$ cat config.mk
export PLATFORM = sky130hd
export DESIGN_NAME = tcc_timer_unit
export DESIGN_NICKNAME = d
export VERILOG_FILES = /design/src/rtl/tcc_pkg.sv /design/src/rtl/tcc_edge_sync.sv /design/src/rtl/tcc_tick_gen.sv /design/src/rtl/tcc_counter.sv /design/src/rtl/tcc_ccp_fsm.sv /design/src/rtl/tcc_timer_unit.sv
export SDC_FILE = /design/constraint.sdc
export NUM_CORES = 1
export LEC_CHECK = 0
export ABC_AREA = 1
export CORE_MARGIN = 4
export CORE_UTILIZATION = 53
export CTS_CLUSTER_SIZE = 14
export DETAILED_ROUTE_END_ITERATION = 8
export PLACE_DENSITY_LB_ADDON = 0.1
export SYNTH_ARGS = -nofsm -noshare
export SYNTH_HDL_FRONTEND = slang
export SYNTH_SLANG_ARGS = --single-unit
export TNS_END_PERCENT = 100
$ cat constraint.sdc
create_clock -name clk -period 4.6 [get_ports clk]
set_input_delay 1.15 -clock clk [delete_from_list [all_inputs] [get_ports clk]]
set_output_delay 1.15 -clock clk [all_outputs]
set_load 0.02 [all_outputs]
$ cat src/rtl/tcc_pkg.sv
package tcc_pkg;
    typedef enum logic [1:0] {
        ST_OFF,
        ST_CAP,
        ST_CMP,
        ST_PWM
    } ccp_state_t;

    localparam logic [3:0] M_CAP_FALL = 4'b0100;
    localparam logic [3:0] M_CAP_RISE = 4'b0101;
    localparam logic [3:0] M_CAP_R4   = 4'b0110;
    localparam logic [3:0] M_CAP_R16  = 4'b0111;
    localparam logic [3:0] M_CMP_HI   = 4'b1000;
    localparam logic [3:0] M_CMP_LO   = 4'b1001;
    localparam logic [3:0] M_CMP_FLAG = 4'b1010;
    localparam logic [3:0] M_CMP_EVT  = 4'b1011;
endpackage

$ cat src/rtl/tcc_edge_sync.sv
module tcc_edge_sync #(
    parameter int STAGES = 2
) (
    input  logic clk,
    input  logic rst_n,
    input  logic d,
    output logic rise,
    output logic fall
);
    logic [STAGES:0] sh_q;
    logic            lvl;
    logic            prev;

    always_ff @(posedge clk or negedge rst_n) begin
        if (!rst_n) sh_q <= '0;
        else        sh_q <= {sh_q[STAGES-1:0], d};
    end

    assign lvl  = sh_q[STAGES-1];
    assign prev = sh_q[STAGES];
    assign rise = lvl & ~prev;
    assign fall = ~lvl & prev;
endmodule

$ cat src/rtl/tcc_tick_gen.sv
module tcc_tick_gen #(
    parameter int DIV_W = 2,
    parameter int PSC_W = 2
) (
    input  logic             clk,
    input  logic             rst_n,
    input  logic             run,
    input  logic             ext_sel,
    input  logic             ext_rise,
    input  logic [PSC_W-1:0] psc,
    input  logic             pre_clr,
    output logic             step
);
    localparam int PC_W = (1 << PSC_W) - 1;

    logic [DIV_W-1:0] div_q;
    logic [PC_W-1:0]  pc_q;
    logic [PC_W-1:0]  limit;
    logic             int_tick;
    logic             src;
    logic             wrap;

    always_ff @(posedge clk or negedge rst_n) begin
        if (!rst_n) div_q <= '0;
        else        div_q <= div_q + 1'b1;
    end

    assign int_tick = &div_q;
    assign src      = ext_sel ? ext_rise : int_tick;
    assign limit    = ~({PC_W{1'b1}} << psc);
    assign wrap     = (pc_q >= limit);

    always_ff @(posedge clk or negedge rst_n) begin
        if (!rst_n)            pc_q <= '0;
        else if (pre_clr)      pc_q <= '0;
        else if (run && src)   pc_q <= wrap ? '0 : pc_q + 1'b1;
    end

    assign step = run && src && wrap && !pre_clr;
endmodule

$ cat src/rtl/tcc_counter.sv
module tcc_counter #(
    parameter int W = 16
) (
    input  logic         clk,
    input  logic         rst_n,
    input  logic         step,
    input  logic         wr,
    input  logic [W-1:0] wdata,
    input  logic         clr,
    input  logic         ovf_clr,
    output logic [W-1:0] count,
    output logic         ovf_flag
);
    logic roll;

    assign roll = step && !wr && !clr && (&count);

    always_ff @(posedge clk or negedge rst_n) begin
        if (!rst_n)    count <= '0;
        else if (wr)   count <= wdata;
        else if (clr)  count <= '0;
        else if (step) count <= count + 1'b1;
    end

    always_ff @(posedge clk or negedge rst_n) begin
        if (!rst_n)       ovf_flag <= 1'b0;
        else if (roll)    ovf_flag <= 1'b1;
        else if (ovf_clr) ovf_flag <= 1'b0;
    end
endmodule

$ cat src/rtl/tcc_ccp_fsm.sv
module tcc_ccp_fsm
    import tcc_pkg::*;
#(
    parameter int W     = 16,
    parameter int ECNT_W = 4
) (
    input  logic         clk,
    input  logic         rst_n,
    input  logic [3:0]   mode,
    input  logic [W-1:0] count,
    input  logic [W-1:0] cmp_val,
    input  logic         cap_rise,
    input  logic         cap_fall,
    input  logic         adc_on,
    input  logic         flag_clr,
    output logic         evt_clr,
    output logic         flag,
    output logic [W-1:0] cap_val,
    output logic         pin,
    output logic         adc_start
);
    localparam logic [ECNT_W-1:0] N4  = ECNT_W'(3);
    localparam logic [ECNT_W-1:0] N16 = ECNT_W'(15);

    ccp_state_t        state_q, state_d;
    logic [3:0]        mode_q;
    logic [ECNT_W-1:0] ecnt_q;
    logic              eq_q;
    logic              mode_chg;
    logic              qual;
    logic              hit;
    logic              eq;
    logic              cap_fire;
    logic              cmp_fire;

    // transition decode: the mode field picks the next state every cycle
    always_comb begin
        unique case (mode[3:2])
            2'b00:   state_d = ST_OFF;
            2'b01:   state_d = ST_CAP;
            2'b10:   state_d = ST_CMP;
            default: state_d = ST_PWM;
        endcase
    end

    // state register
    always_ff @(posedge clk or negedge rst_n) begin
        if (!rst_n) begin
            state_q <= ST_OFF;
            mode_q  <= 4'b0000;
        end else begin
            state_q <= state_d;
            mode_q  <= mode;
        end
    end

    assign mode_chg = (mode != mode_q);
    assign eq       = (count == cmp_val);

    always_comb begin
        qual = (mode_q == M_CAP_FALL) ? cap_fall : cap_rise;
        unique case (mode_q[1:0])
            2'b10:   hit = (ecnt_q == N4);
            2'b11:   hit = (ecnt_q == N16);
            default: hit = 1'b1;
        endcase
        cap_fire = 1'b0;
        cmp_fire = 1'b0;
        unique case (state_q)
            ST_CAP:  cap_fire = qual && hit;
            ST_CMP:  cmp_fire = eq && !eq_q;
            default: ;
        endcase
    end

    assign evt_clr = cmp_fire && (mode_q == M_CMP_EVT);

    // output process
    always_ff @(posedge clk or negedge rst_n) begin
        if (!rst_n) begin
            ecnt_q    <= '0;
            eq_q      <= 1'b0;
            flag      <= 1'b0;
            cap_val   <= '0;
            pin       <= 1'b0;
            adc_start <= 1'b0;
        end else begin
            eq_q      <= eq;
            adc_start <= evt_clr && adc_on;
            if (mode_chg || state_q != ST_CAP) ecnt_q <= '0;
            else if (qual)                     ecnt_q <= hit ? '0 : ecnt_q + 1'b1;
            if (cap_fire || cmp_fire) flag <= 1'b1;
            else if (flag_clr)        flag <= 1'b0;
            if (cap_fire) cap_val <= count;
            if (mode_chg) begin
                if (mode == M_CMP_HI)      pin <= 1'b0;
                else if (mode == M_CMP_LO) pin <= 1'b1;
            end else if (cmp_fire) begin
                if (mode_q == M_CMP_HI)      pin <= 1'b1;
                else if (mode_q == M_CMP_LO) pin <= 1'b0;
            end
        end
    end
endmodule

$ cat src/rtl/tcc_timer_unit.sv
module tcc_timer_unit #(
    parameter int CNT_W = 16,
    parameter int PSC_W = 2,
    parameter int DIV_W = 2,
    parameter int SYNC_STAGES = 2
) (
    input  logic             clk,
    input  logic             rst_n,
    input  logic             tmr_on,
    input  logic             tmr_ext_sel,
    input  logic [PSC_W-1:0] tmr_psc,
    input  logic             ext_clk,
    input  logic             cnt_wr,
    input  logic [CNT_W-1:0] cnt_wdata,
    input  logic             ovf_clr,
    input  logic [3:0]       ccp_mode,
    input  logic [CNT_W-1:0] ccp_cmp_val,
    input  logic             cap_in,
    input  logic             ccp_flag_clr,
    input  logic             adc_on,
    output logic [CNT_W-1:0] count,
    output logic             ovf_flag,
    output logic [CNT_W-1:0] cap_val,
    output logic             ccp_flag,
    output logic             ccp_pin,
    output logic             adc_start
);
    logic ext_rise, ext_fall_nc;
    logic cap_rise, cap_fall;
    logic step;
    logic evt_clr;

    tcc_edge_sync #(.STAGES(SYNC_STAGES)) u_ext_sync (
        .clk(clk), .rst_n(rst_n), .d(ext_clk), .rise(ext_rise), .fall(ext_fall_nc)
    );

    tcc_edge_sync #(.STAGES(SYNC_STAGES)) u_cap_sync (
        .clk(clk), .rst_n(rst_n), .d(cap_in), .rise(cap_rise), .fall(cap_fall)
    );

    tcc_tick_gen #(.DIV_W(DIV_W), .PSC_W(PSC_W)) u_tick (
        .clk(clk), .rst_n(rst_n), .run(tmr_on), .ext_sel(tmr_ext_sel),
        .ext_rise(ext_rise), .psc(tmr_psc), .pre_clr(cnt_wr), .step(step)
    );

    tcc_counter #(.W(CNT_W)) u_cnt (
        .clk(clk), .rst_n(rst_n), .step(step), .wr(cnt_wr), .wdata(cnt_wdata),
        .clr(evt_clr), .ovf_clr(ovf_clr), .count(count), .ovf_flag(ovf_flag)
    );

    tcc_ccp_fsm #(.W(CNT_W)) u_ccp (
        .clk(clk), .rst_n(rst_n), .mode(ccp_mode), .count(count),
        .cmp_val(ccp_cmp_val), .cap_rise(cap_rise), .cap_fall(cap_fall),
        .adc_on(adc_on), .flag_clr(ccp_flag_clr), .evt_clr(evt_clr),
        .flag(ccp_flag), .cap_val(cap_val), .pin(ccp_pin), .adc_start(adc_start)
    );
endmodule

==> metrics.md <==
| Metric | Value |
|---|---|
| Run status | completed |
| Post-route antenna net violation count | 0 |
| Max Cap Viol | 0 |
| Setup violations, final | 0 |
| Initial antenna violation count | 0 |
| Skew final | 6.63 ps |
| Relative slew slack | 44.1% |
| Pleak | 2.24 nW |
| Vias per cell | 5.07 |
| Synth Cell Area | 3340 um2 |
| Min Tclk post-route | 3430 ps |
| Peak VDD IR | 286 uV |
| Hold EP | u_ext_sync.sh_q[1]$_DFF_PN0_ |
| Total power | 0.00170 W |
| DP Worst Slack | 869 ps |
| Root Buffer | clkbuf_8 |
| Routability cong. | 0.838 |
| Initial Utilization | 55.4% |
| FP Rows | 28 |
| Worst Hold Class | reg2reg |
| Util after Layout | 73.2% |
| Hold Startpoint | u_ext_sync.sh_q[0]$_DFF_PN0_ |
| Port Buffers | 83 |
| Fin crit share | 74.5% |
| Core Region | 6030 um2 |
| Met2 Resource Use GR | 36.5% |
| Post-synthesis sequential area ratio | 43.5% |
| Post-cts resize count | 0 |
| Die W | 87.4 um |
| Num CTS Buffers | 9 |
| Starting DRT DRC Count | 146 |
| Largest net degree at the start of global routing | 37 |
| GRT Total Usage | 22.7% |
| Crit path capture type | register |
| CTS Hold Buffers Added | 0 |
| F_max | 0.292 GHz |
| Max-slew violation count | 0 |
| Crit path DAT | 3630 ps |
| Drt drc | 0 |
| Routing usage on met3 | 3.41% |
| Syn nets | 507 |
| Clock sinks | 58 |
| M1 GR Usage | 30.7% |
| Reg-to-Reg Start | u_tick.pc_q[0]$_DFFE_PN0P_ |
| Worst-margin pin slew | 838 ps |
| Syn avg cell area | 7.39 um2 |
| Fin. Hold Viols | 0 |
| Worst setup margin | 1170 ps |
| Layout cells sized above 1 | 8.18% |
| Slack of the worst reg-to-reg path | 2280 ps |
| # Post-CTS Setup Buffers | 0 |
| Clk buf depth | 2 |
| Mapped Cells | 452 |
| Die Y | 87.4 um |
| Grt ovf | 0 |
| H-tree Lvls | 3 |
| IO Pins | 84 |
| Hold Path Depth | 0 |
| Synth warn | 0 |
| # diodes | 0 |
| RSZ-0062 raised after global routing | no |
| Worst setup SP type | primary input |
| Worst skew pair latency | 330 ps |
| Layout area overhead | 32.0% |
| Routed wire length | 8180 um |
| TNS Setup | 0 ps |
| CP Max Fanout | 16 |
| Distinct cells, synth | 32 |
| Gr busiest metal | met2 |
| R2R depth | 10 |
| Register bit total from synthesis | 58 |
| CTS clk-pin slew, worst paths | 70 ps |
| Critical R2R Capture | u_cnt.count[5]$_DFFE_PN0P_ |
| Vias in the first global route | 2,905 |
| Commonest non-fill, non-tap cell in the layout | nand2_1 |
| Data required time at the worst endpoint | 4800 ps |
| Vias after detailed routing | 3,107 |
| DR pass1 iterations | 4 |
| WL/cell | 13.3 um |
| First-pass GRT wire length | 13,600 um |
| Most frequent cells in the layout | 164 x nand2_1, 82 x clkdlybuf4s50_1, 58 x dfrtp_1 |
| Die area | 7630 um2 |
| Hpwl dp | 6130 um |
| Layout Nets | 588 |
| Setup Crit Path Kind | in2reg |
| CTS tree | done |
| Pwr dens | 385 nW/um2 |
worst max path at each step:
stage                     from                          end
global route        tmr_psc[1]   u_cnt.count[5]$_DFFE_PN0P_
CTS                 tmr_psc[1]   u_cnt.count[5]$_DFFE_PN0P_
floorplan           tmr_psc[1]  u_cnt.count[10]$_DFFE_PN0P_
finish              tmr_psc[1]   u_cnt.count[5]$_DFFE_PN0P_
detailed placement  tmr_psc[1]   u_cnt.count[5]$_DFFE_PN0P_
global placement    tmr_psc[1]   u_cnt.count[5]$_DFFE_PN0P_
critical path, cell delays in order:
cell and delay, ps:
clkdlybuf4s50_1 430, or2_2 300, ha_1 260, o21ai_0 180
nand2_1 90, a21oi_2 200, nor2_1 170, nor2_4 360
nand2_2 260, nand2_1 140, o21ai_0 80
report_power, final:
part | leakage, nW | total, W | internal [W] | switching [W]
combinational | 1.40 | 0.000509 | 0.000234 | 0.000275
clock | 0.109 | 0.000525 | 0.000318 | 0.000207
sequential | 0.733 | 0.000665 | 0.000584 | 0.0000814
total | 2.24 | 0.00170 | 0.00114 | 0.000563
routing by layer:
metal | wire length [um] | vias to the layer above | part of all wire, %
met5 | 0 | - | 0
met4 | 97 | 0 | 1.2
met3 | 588 | 10 | 7.2
met2 | 3820 | 110 | 47
met1 | 3670 | 1413 | 45
li1 | - | 1574 | -
area by class of cell:
cell class	instances	area, um2
Timing Repair Buffer	85	841
Multi-Input combinational cell	318	1570
Fill cell	488	1620
Clock inverter	5	77.6
Sequential cell	58	1450
Tap cell	75	93.8
Inverter	61	229
Clock buffer	11	141
sequential cells by signal, indices dropped and copies added (netlist names):
register	cells
u_tick.div_q	2
u_ccp.eq_q	1
u_ccp.state_q	2
u_ccp.cap_val	16
u_ccp.adc_start	1
u_ccp.ecnt_q	4
u_cap_sync.sh_q	3
u_ccp.pin	1
u_tick.pc_q	3
u_cnt.count	16
u_cnt.ovf_flag	1
u_ext_sync.sh_q	3
u_ccp.flag	1
u_ccp.mode_q	4
Yosys cell counts:
library cell,n,area [um2]
nand4_4,1,21.3
nor2_1,27,101
nand3_2,10,100
o211ai_1,2,15.0
nor3b_1,1,7.51
xor2_1,11,96.3
nand2_2,1,6.26
nor2_2,3,18.8
buf_6,2,22.5
nand3b_1,1,7.51
o22ai_1,2,12.5
nor2_4,1,11.3
o21ai_0,23,115
nand4_1,7,43.8
a21oi_2,1,8.76
or2_2,1,6.26
dfrtp_1,58,1450
nand2_1,164,616
nor4_2,1,12.5
a21oi_1,5,25.0
nor3_1,5,25.0
buf_1,1,3.75
clkbuf_1,3,11.3
inv_1,54,203
inv_2,7,26.3
xnor2_1,4,35.0
ha_1,7,87.6
and2_1,1,6.26
buf_4,1,7.51
o21ai_1,7,35.0
nand3_1,32,160
buf_2,8,40.0
cells by family after synthesis:
kind of cell,Yosys count,share of synthesized area (%)
simple gates,256,34.2
buf+inv,76,9.40
flops,58,43.5
xor+xnor,15,3.93
fa+ha+maj,7,2.62
compound gates,40,6.33
through the flow:
step | area (um2) | hold WS, ps | instances
floorplan | 3340 | 331 | 452
global placement | 4190 | 332 | 597
detailed placement | 4190 | 335 | 597
CTS | 4410 | 352 | 613
global route | 4410 | 369 | 613
finish | 4410 | 350 | 613
No activity file was read; power rests on OpenSTA's default activity.
